**config.mk**
```make
export PLATFORM = sky130hd
export DESIGN_NAME = sar_conv_ctrl
export DESIGN_NICKNAME = d
export VERILOG_FILES = /design/src/rtl/sar_pkg.sv /design/src/rtl/sar_sync.sv /design/src/rtl/sar_phase.sv /design/src/rtl/sar_core.sv /design/src/rtl/sar_conv_ctrl.sv
export SDC_FILE = /design/constraint.sdc
export NUM_CORES = 1
export LEC_CHECK = 0
export BUFFER_PORTS_ARGS = -buffer_cell sky130_fd_sc_hd__buf_2
export CAP_MARGIN = 30
export CELL_PAD_IN_SITES_DETAIL_PLACEMENT = 1
export CELL_PAD_IN_SITES_GLOBAL_PLACEMENT = 1
export CORE_UTILIZATION = 30
export DETAILED_ROUTE_END_ITERATION = 12
export PLACE_DENSITY_LB_ADDON = 0.1
export SYNTH_ARGS = -nofsm -noshare
export SYNTH_HDL_FRONTEND = slang
export SYNTH_SLANG_ARGS = --single-unit
```
**constraint.sdc**
```tcl
create_clock -name clk -period 4.45 [get_ports clk]
set_input_delay 0.89 -clock clk [delete_from_list [all_inputs] [get_ports clk]]
set_output_delay 0.89 -clock clk [all_outputs]
set_load 0.02 [all_outputs]
```
**src/rtl/sar_pkg.sv**
```systemverilog
package sar_pkg;
  localparam int unsigned DEF_BITS        = 8;
  localparam int unsigned DEF_STEP_CLKS   = 8;
  localparam int unsigned DEF_SYNC_STAGES = 2;

  function automatic logic [DEF_BITS-1:0] msb_onehot();
    msb_onehot = {1'b1, {(DEF_BITS-1){1'b0}}};
  endfunction
endpackage

```
**src/rtl/sar_sync.sv**
```systemverilog
module sar_sync #(
  parameter int unsigned W      = 3,
  parameter int unsigned STAGES = 2,
  parameter logic [W-1:0] RST_VAL = '1
) (
  input  logic         clk,
  input  logic         rst,
  input  logic [W-1:0] d,
  output logic [W-1:0] q
);
  logic [STAGES-1:0][W-1:0] pipe;

  always_ff @(posedge clk) begin
    if (rst) begin
      for (int i = 0; i < STAGES; i++) pipe[i] <= RST_VAL;
    end else begin
      pipe[0] <= d;
      for (int i = 1; i < STAGES; i++) pipe[i] <= pipe[i-1];
    end
  end

  assign q = pipe[STAGES-1];
endmodule

```
**src/rtl/sar_phase.sv**
```systemverilog
module sar_phase #(
  parameter int unsigned STEP_CLKS = 8
) (
  input  logic clk,
  input  logic rst,
  output logic tick
);
  localparam int unsigned PW = (STEP_CLKS > 1) ? $clog2(STEP_CLKS) : 1;
  localparam logic [PW-1:0] LAST = PW'(STEP_CLKS - 1);

  logic [PW-1:0] ph;

  always_ff @(posedge clk) begin
    if (rst) ph <= '0;
    else if (ph == LAST) ph <= '0;
    else ph <= ph + 1'b1;
  end

  assign tick = (ph == LAST);
endmodule

```
**src/rtl/sar_core.sv**
```systemverilog
module sar_core #(
  parameter int unsigned BITS = 8
) (
  input  logic            clk,
  input  logic            rst,
  input  logic            hold,
  input  logic            tick,
  input  logic            cmp_hi,
  output logic [BITS-1:0] trial,
  output logic            done,
  output logic [BITS-1:0] result
);
  localparam logic [BITS-1:0] MSB = {1'b1, {(BITS-1){1'b0}}};

  logic            armed;
  logic [BITS-1:0] token;
  logic [BITS-1:0] sar_next;

  always_comb sar_next = cmp_hi ? trial : (trial & ~token);

  assign done   = tick & token[0] & ~hold;
  assign result = sar_next;

  always_ff @(posedge clk) begin
    if (rst) begin
      armed <= 1'b0;
      token <= '0;
      trial <= '0;
    end else if (hold) begin
      armed <= 1'b1;
      token <= '0;
      trial <= '0;
    end else if (tick) begin
      if (armed) begin
        armed <= 1'b0;
        token <= MSB;
        trial <= MSB;
      end else if (token != '0) begin
        token <= token >> 1;
        trial <= sar_next | (token >> 1);
      end
    end
  end

  // a held start clears the sequencer
  assert_hold_clears_R2: assert property (@(posedge clk) disable iff (rst)
    hold |=> (trial == '0 && token == '0));
  // a single token walks the stages
  assert_token_onehot_R4: assert property (@(posedge clk) disable iff (rst)
    $onehot0(token));
  // MSB is the first trial
  assert_msb_first_R4: assert property (@(posedge clk) disable iff (rst)
    (armed && tick && !hold) |=> (trial == MSB));
  // a step only advances on the step boundary
  assert_step_len_R4: assert property (@(posedge clk) disable iff (rst)
    (token != '0 && !tick && !hold) |=> $stable(token));
endmodule

```
**src/rtl/sar_conv_ctrl.sv**
```systemverilog
module sar_conv_ctrl #(
  parameter int unsigned BITS        = sar_pkg::DEF_BITS,
  parameter int unsigned STEP_CLKS   = sar_pkg::DEF_STEP_CLKS,
  parameter int unsigned SYNC_STAGES = sar_pkg::DEF_SYNC_STAGES
) (
  input  logic            clk,
  input  logic            rst,
  input  logic            cs_n,
  input  logic            wr_n,
  input  logic            rd_n,
  input  logic            cmp_hi,
  output logic [BITS-1:0] trial_code,
  output logic            irq_n,
  output logic [BITS-1:0] data_out,
  output logic            data_oe
);
  logic [2:0]      strb_s;
  logic            cs_s, wr_s, rd_s;
  logic            hold, rd_act, rd_q, rd_rise;
  logic            tick, done;
  logic [BITS-1:0] result;

  sar_sync #(.W(3), .STAGES(SYNC_STAGES), .RST_VAL(3'b111)) u_sync (
    .clk(clk), .rst(rst), .d({cs_n, wr_n, rd_n}), .q(strb_s)
  );
  assign {cs_s, wr_s, rd_s} = strb_s;

  assign hold    = ~cs_s & ~wr_s;
  assign rd_act  = ~cs_s & ~rd_s;
  assign rd_rise = rd_act & ~rd_q;

  sar_phase #(.STEP_CLKS(STEP_CLKS)) u_phase (
    .clk(clk), .rst(rst), .tick(tick)
  );

  sar_core #(.BITS(BITS)) u_core (
    .clk(clk), .rst(rst), .hold(hold), .tick(tick), .cmp_hi(cmp_hi),
    .trial(trial_code), .done(done), .result(result)
  );

  always_ff @(posedge clk) begin
    if (rst) begin
      irq_n    <= 1'b1;
      data_out <= '0;
      data_oe  <= 1'b0;
      rd_q     <= 1'b0;
    end else begin
      rd_q    <= rd_act;
      data_oe <= rd_act;
      if (hold) begin
        irq_n <= 1'b1;
      end else if (done) begin
        irq_n    <= 1'b0;
        data_out <= result;
      end else if (rd_rise) begin
        irq_n <= 1'b1;
      end
    end
  end

  // start level forces the interrupt inactive
  assert_start_irq_R2: assert property (@(posedge clk) disable iff (rst)
    hold |=> irq_n);
  // interrupt only falls on a completed conversion
  assert_irq_cause_R5: assert property (@(posedge clk) disable iff (rst)
    $fell(irq_n) |-> $past(done));
  // latch holds between completions
  assert_latch_hold_R6: assert property (@(posedge clk) disable iff (rst)
    !done |=> $stable(data_out));
  // qualified read enables the bus
  assert_oe_follow_R7: assert property (@(posedge clk) disable iff (rst)
    rd_act |=> data_oe);
  // completion outranks a concurrent read
  assert_done_wins_R9: assert property (@(posedge clk) disable iff (rst)
    done |=> !irq_n);
endmodule

```
==> flow_metrics.env, run 1 <==
export IMPL_status="complete, but fails checks"
export IMPL_violations="DRC"
export IMPL_cts_tree="done"
export IMPL_period_needed_ns=2.28
export IMPL_fillers=527
export IMPL_static_leakage_power_nw=0.656
export IMPL_cts_buffers=5
export IMPL_post_cts_resized=0
export IMPL_routed_via_density=5.13
export IMPL_fmax_mhz=439
export IMPL_finalMaxSlewViolations=0
export IMPL_vias=1155
export IMPL_synth_area_leaders="dfxtp_1 (51%), a21oi_1 (5.6%), o41ai_1 (4.3%)"
export IMPL_r2r_slack_ns=2.17
export IMPL_crit_fanout=17
export IMPL_dieWidth_um=70.7
export IMPL_ios=24
export IMPL_start_util_pct=31.9
export IMPL_cp_arrival_ns=2.45
export IMPL_tightestPinTransition_ns=0.893
export IMPL_worstHoldPathType="reg -> reg"
export IMPL_drt_iter0_drc=42
export IMPL_cts_root_buf="clkbuf_8"
export IMPL_drc=2
export IMPL_die_h_um=70.7
export IMPL_cts_sinks=36
export IMPL_post_cts_buffers=0
export IMPL_std_cell_rows=24
export IMPL_yosys_warnings=0
export IMPL_final_nets=180
export IMPL_routedWlPerCell_um=14.6
export IMPL_fin_ws_ns=2.17
export IMPL_synth_seq_area_share_pct=50.8
export IMPL_routed_wl_mm=3.29
export IMPL_synth_top_area_share_pct=50.8
export IMPL_relSlewSlack_pct=40.2
export IMPL_grt_max_degree=22
export IMPL_total_power_uw=585
export IMPL_cts_reportedPaths_clkPinSlew_ns=0.07
export IMPL_dp_slack_ns=2.19
export IMPL_ys_seq_elements=36
export IMPL_dieArea_sq_mm=0.00500
export IMPL_grt_pass1_vias=1221
export IMPL_synthCells=151
export IMPL_multi_input_area_sq_um=633
export IMPL_drtAntennaViolNets=0
export IMPL_gr_usage_all_layers_pct=14.8
export IMPL_async_flop_share_pct=0
export IMPL_max_clock_path_buffers=2
export IMPL_clk_latency_ns=0.28
export IMPL_grt_ovfl_total=0
export IMPL_grt_pass1_wl_mm=5.67
export IMPL_placed_area_sq_mm=0.00154
export IMPL_setup_violations=0
export IMPL_core_sq_mm=0.00444
export IMPL_syn_to_final_growth_pct=15.3
export IMPL_firstDrtPassIters=8
export IMPL_drv_cap=0
export IMPL_yosys_most_used_dff="dfxtp_1"
export IMPL_seq_area_sq_um=721
export IMPL_dp_hpwl_mm=2.23
export IMPL_min_period_over_period_pct=51.2
export IMPL_fin_skew_ns=0.00707
export IMPL_post_route_util_pct=36.8
export IMPL_critPathLaunchType="flip-flop"
export IMPL_ys_types=25
export IMPL_antenna_found_initial=0
export IMPL_crit_path_end_kind="flip-flop"
export IMPL_port_buffers=23
export IMPL_postCtsHoldBufs=0
export IMPL_required_ns=4.62
export IMPL_stdcell_area_sq_mm=0.00163
export IMPL_drive_gt1_share_pct=24.3
export IMPL_tns_ns=0
export IMPL_power_density_mw_per_mm2=358
export IMPL_synth_nets=159
export IMPL_rsz0062_at_grt="no"
export IMPL_antenna_diode_count=0
export IMPL_synth_edf_count=0
export IMPL_cts_max_level=2
export IMPL_gp_congestion=0.687
export IMPL_yosys_area_top_type="dfxtp_1"
export IMPL_finalHoldViolCount=0
export IMPL_peakVddDrop_mv=0.184
export IMPL_crit_type="reg -> reg"
export IMPL_syn_cell_area_sq_mm=0.00142
export IMPL_syn_avg_cell_area_sq_um=9.39
[registers in the layout, indices dropped and copies added (netlist names)]
signal	cells
u_sync.pipe	3
u_sync.q	3
rd_q	1
u_core.armed	1
u_core.trial	8
u_phase.ph	3
u_core.token	8
irq_n	1
data_out	8
[synth_stat cells (all sizes together) (3+ instances only)]
| library cell | n |
|---|---|
| a21oi | 16 |
| a31oi | 7 |
| and2 | 7 |
| buf | 4 |
| clkbuf | 5 |
| dfxtp | 36 |
| nand2 | 12 |
| nand2b | 8 |
| nand3 | 10 |
| nand3b | 7 |
| nor2 | 10 |
| nor3 | 3 |
| o41ai | 8 |
| or2 | 7 |
[metrics by stage]
stage / hold WS [ns] / cells
global placement: 0.393 / 217
detailed placement: 0.399 / 217
CTS: 0.419 / 225
finish: 0.415 / 225
global route: 0.434 / 225
floorplan: 0.389 / 151
[routing by layer]
metal	track usage, %	part of all wire, %	vias to the layer above	wire length, um
met3	3.42	2.7	5	88
met1	17.6	45	561	1500
li1	-	-	572	-
met4	6.00	1.4	0	47
met5	0	0	-	0
met2	25.9	50	17	1660
[cell usage in the layout (no fill, tap or decap)]
cell type,n
dfxtp_1,36
buf_2,23
a21oi_1,16
nand2_1,12
nor2_1,10
nand3_1,10
nand2b_1,8
nand3b_1,7
or2_2,7
o41ai_1,7
and2_1,7
a31oi_1,7
clkbuf_8,6
nor3_1,3
nor3b_1,2
ha_1,2
clkinv_2,2
inv_1,1
o21ai_0,1
o211ai_1,1
inv_2,1
or4_4,1
or3_1,1
o41ai_4,1
o211ai_2,1
[cell families (layout without fill, tap and decap cells)]
| logic type | after synthesis | in the layout | share of synthesized area (%) |
|---|---|---|---|
| AND/OR/NAND/NOR | 68 | 68 | 26.1 |
| flip-flops | 36 | 36 | 50.8 |
| AO/OA/AOI/OAI | 34 | 34 | 16.8 |
| buffers and inverters | 11 | 33 | 4.50 |
| adder cells (fa/ha/maj) | 2 | 2 | 1.76 |
[power by group]
group	leakage, nW	switching, mW	internal [mW]
Sequential	0.292	0.00241	0.327
Clock	0.0510	0.114	0.124
Combinational	0.313	0.0105	0.00745
Total	0.656	0.127	0.458
[cell type report]
type	count	area share [%]
clock buffer	6	5.05
clock inverter	2	0.613
inverter	2	0.459
multi-input combinational	104	38.7
sequential	36	44.1
tap	52	3.98
timing repair buffer	23	7.04
[critical path, stage by stage (launching register included)]
cell,delay (ns)
dfxtp_1,0.49
or4_4,0.62
o41ai_4,0.81
nand3_1,0.15
o41ai_1,0.10
[final timing paths]
kind                  startpoint              end  cells past startpoint
setup reg to reg    u_core.armed  u_core.trial[1]                      4
hold / removal    u_sync.pipe[2]      u_sync.q[2]                      1
setup / recovery    u_core.armed  u_core.trial[1]                      4
hold reg to reg   u_sync.pipe[2]      u_sync.q[2]                      1
Power figures use the tool's default switching activity.
==> run 2: changes to the inputs <==
==> constraint.sdc (replaced) <==
create_clock -name clk -period 2.25 [get_ports clk]
set_input_delay 0.45 -clock clk [delete_from_list [all_inputs] [get_ports clk]]
set_output_delay 0.45 -clock clk [all_outputs]
set_load 0.02 [all_outputs]
==> run 2 against run 1 <==
The run still ends with DRC left. Hold slack worse by 0.074 ns. Highest routed layer unchanged. Utilization is 1.2 points higher. Cell area is 3.2% higher. Clock-buffer cell count stayed put. Fmax is 24% higher. Wire length is 4.3% higher. First-iteration DRC count is 17% higher. Global-route usage is 0.57 points higher.
==> flow_metrics.env, run 2 (synthesized netlist as in run 1, its figures left out) <==
export IMPL_required_ns=2.42
export IMPL_clk_latency_ns=0.29
export IMPL_cts_max_level=2
export IMPL_mostFrequentLayoutCells="dfxtp_1 (36), buf_2 (23), a21oi_1 (16)"
export IMPL_vias=1181
export IMPL_cts_reportedPaths_clkPinSlew_ns=0.07
export IMPL_crit_top_cell="ha_1"
export IMPL_r2r_slack_ns=0.42
export IMPL_die_h_um=70.7
export IMPL_cts_buffers=5
export IMPL_grt_pass1_vias=1202
export IMPL_antenna_found_initial=0
export IMPL_routed_via_density=5.13
export IMPL_grt_pass1_wl_mm=5.83
export IMPL_crit_type="reg -> reg"
export IMPL_tns_ns=0
export IMPL_fillers=527
export IMPL_period_needed_ns=1.83
export IMPL_static_leakage_power_nw=0.684
export IMPL_peakVddDrop_mv=0.312
export IMPL_switchingPower_uw=255
export IMPL_min_period_over_period_pct=81.4
export IMPL_firstDrtPassIters=8
export IMPL_relSlewSlack_pct=50.5
export IMPL_core_sq_mm=0.00444
export IMPL_dp_hpwl_mm=2.39
export IMPL_internal_power_uw=992
export IMPL_crit_chain="ha_1 -> ha_1 -> o211ai_1 -> and2_1 -> a31oi_1 -> nor2_1"
export IMPL_tightestPinTransition_ns=0.739
export IMPL_final_nets=185
export IMPL_cts_root_buf="clkbuf_8"
export IMPL_drv_cap=0
export IMPL_drt_iter0_drc=49
export IMPL_dieWidth_um=70.7
export IMPL_setup_violations=0
export IMPL_gr_usage_all_layers_pct=15.4
export IMPL_start_util_pct=31.9
export IMPL_finalMaxSlewViolations=0
export IMPL_critPathMaxStageDelay_ns=0.38
export IMPL_cp_arrival_ns=2.00
export IMPL_rsz0062_at_grt="no"
export IMPL_crit_path_start="u_phase.ph[0]"
export IMPL_r2r_start="u_phase.ph[0]"
export IMPL_grt_max_degree=22
export IMPL_critPathLaunchType="flip-flop"
export IMPL_cts_sinks=36
export IMPL_placed_area_sq_mm=0.00158
export IMPL_top_regs="data_out x8, u_core.token x8, u_core.trial x8"
export IMPL_p_clk_share_pct=44.7
export IMPL_ios=24
export IMPL_slowest_stage="o211ai_1"
export IMPL_layout_commonest_cell="dfxtp_1"
export IMPL_routedWlPerCell_um=14.9
export IMPL_r2r_cells=6
export IMPL_violations="DRC"
export IMPL_crit_path_end="data_out[5]"
export IMPL_cts_tree="done"
export IMPL_syn_to_final_growth_pct=19.0
export IMPL_p_sw_share_pct=20.5
export IMPL_comb_power_share_pct=3.1
export IMPL_p_seq_share_pct=52.2
export IMPL_post_cts_resized=0
export IMPL_power_density_mw_per_mm2=739
export IMPL_std_cell_rows=24
export IMPL_port_buffers=23
export IMPL_grt_ovfl_total=0
export IMPL_fin_skew_ns=0.0102
export IMPL_drtAntennaViolNets=0
export IMPL_fmax_mhz=546
export IMPL_crit_fanout=9
export IMPL_routed_wl_mm=3.43
export IMPL_dieArea_sq_mm=0.00500
export IMPL_finalHoldViolCount=0
export IMPL_drc=2
export IMPL_status="complete, but fails checks"
export IMPL_r2r_end="data_out[5]"
export IMPL_antenna_diode_count=0
export IMPL_crit_path_end_kind="flip-flop"
export IMPL_stdcell_area_sq_mm=0.00169
export IMPL_postCtsHoldBufs=0
export IMPL_max_clock_path_buffers=2
export IMPL_post_cts_buffers=0
export IMPL_worstHoldPathType="in -> reg"
export IMPL_gp_congestion=0.741
export IMPL_drive_gt1_share_pct=25.8
## run 2: cell types whose count changed in the layout (fill, tap and decap cells not counted), sizes merged
| cell | previous run | this run |
|---|---|---|
| buf | 23 | 28 |
| clkinv | 2 | 1 |
| bufinv | 0 | 1 |
## run 2: layout make-up
type,count,area [sq um],share of cell area (%)
clock buffers,6,72.6,4.30
clock inverters,2,35.0,2.08
inverters,2,7.51,0.445
multi-input cells,104,633,37.5
flip-flops and latches,36,721,42.7
well taps,52,65.1,3.86
repair buffers,28,153,9.05
## run 2: per-layer routing
layer  track usage (%)  up-vias  wire length [um]
met5                 0        -                 0
met1              17.6      572              1600
met4              8.67        0                80
met3              3.42        8                88
met2              26.6       18              1670
li1                  -      583                 -
## run 2: power groups by stage
stage | clock network, mW | logic [mW] | registers (mW)
finish | 0.558 | 0.0384 | 0.651
global route | 0.605 | 0.0431 | 0.651
CTS | 0.573 | 0.0392 | 0.650
detailed placement | 0 | 0.0395 | 0.665
global placement | 0 | 0.0381 | 0.665
floorplan | 0 | 0.0269 | 0.664
## run 2: critical path, delay by kind of cell, from the launching register on
family / cells / cell delay [ns]
adder cells (fa/ha/maj): 2 / 0.49
AO/OA/AOI/OAI: 2 / 0.53
AND/OR/NAND/NOR: 2 / 0.35
flip-flops: 1 / 0.34
## run 2: how the worst min path moves through the flow
| stage | slack, ns | startpoint | depth (start not counted) | endpoint |
|---|---|---|---|---|
| after CTS | 0.33 | wr_n | 2 | u_sync.pipe[1] |
| after detailed placement | 0.40 | u_sync.pipe[2] | 1 | u_sync.q[2] |
| after global placement | 0.39 | u_sync.pipe[2] | 1 | u_sync.q[2] |
| after floorplan | 0.39 | u_sync.pipe[0] | 1 | u_sync.q[0] |
| final | 0.34 | wr_n | 2 | u_sync.pipe[1] |
| after global routing | 0.33 | rd_n | 2 | u_sync.pipe[0] |
## run 2: metrics by stage
step / cells / utilization (%) / total power, mW / setup WS [ns] / hold slack, ns
global route: 230 / 38.0 / 1.30 / 0.250 / 0.332
detailed placement: 222 / 35.5 / 0.705 / 0.439 / 0.399
finish: 230 / 38.0 / 1.25 / 0.419 / 0.341
CTS: 230 / 38.0 / 1.26 / 0.429 / 0.333
global placement: 222 / 35.5 / 0.703 / 0.541 / 0.392
floorplan: 151 / - / 0.691 / 0.450 / 0.389
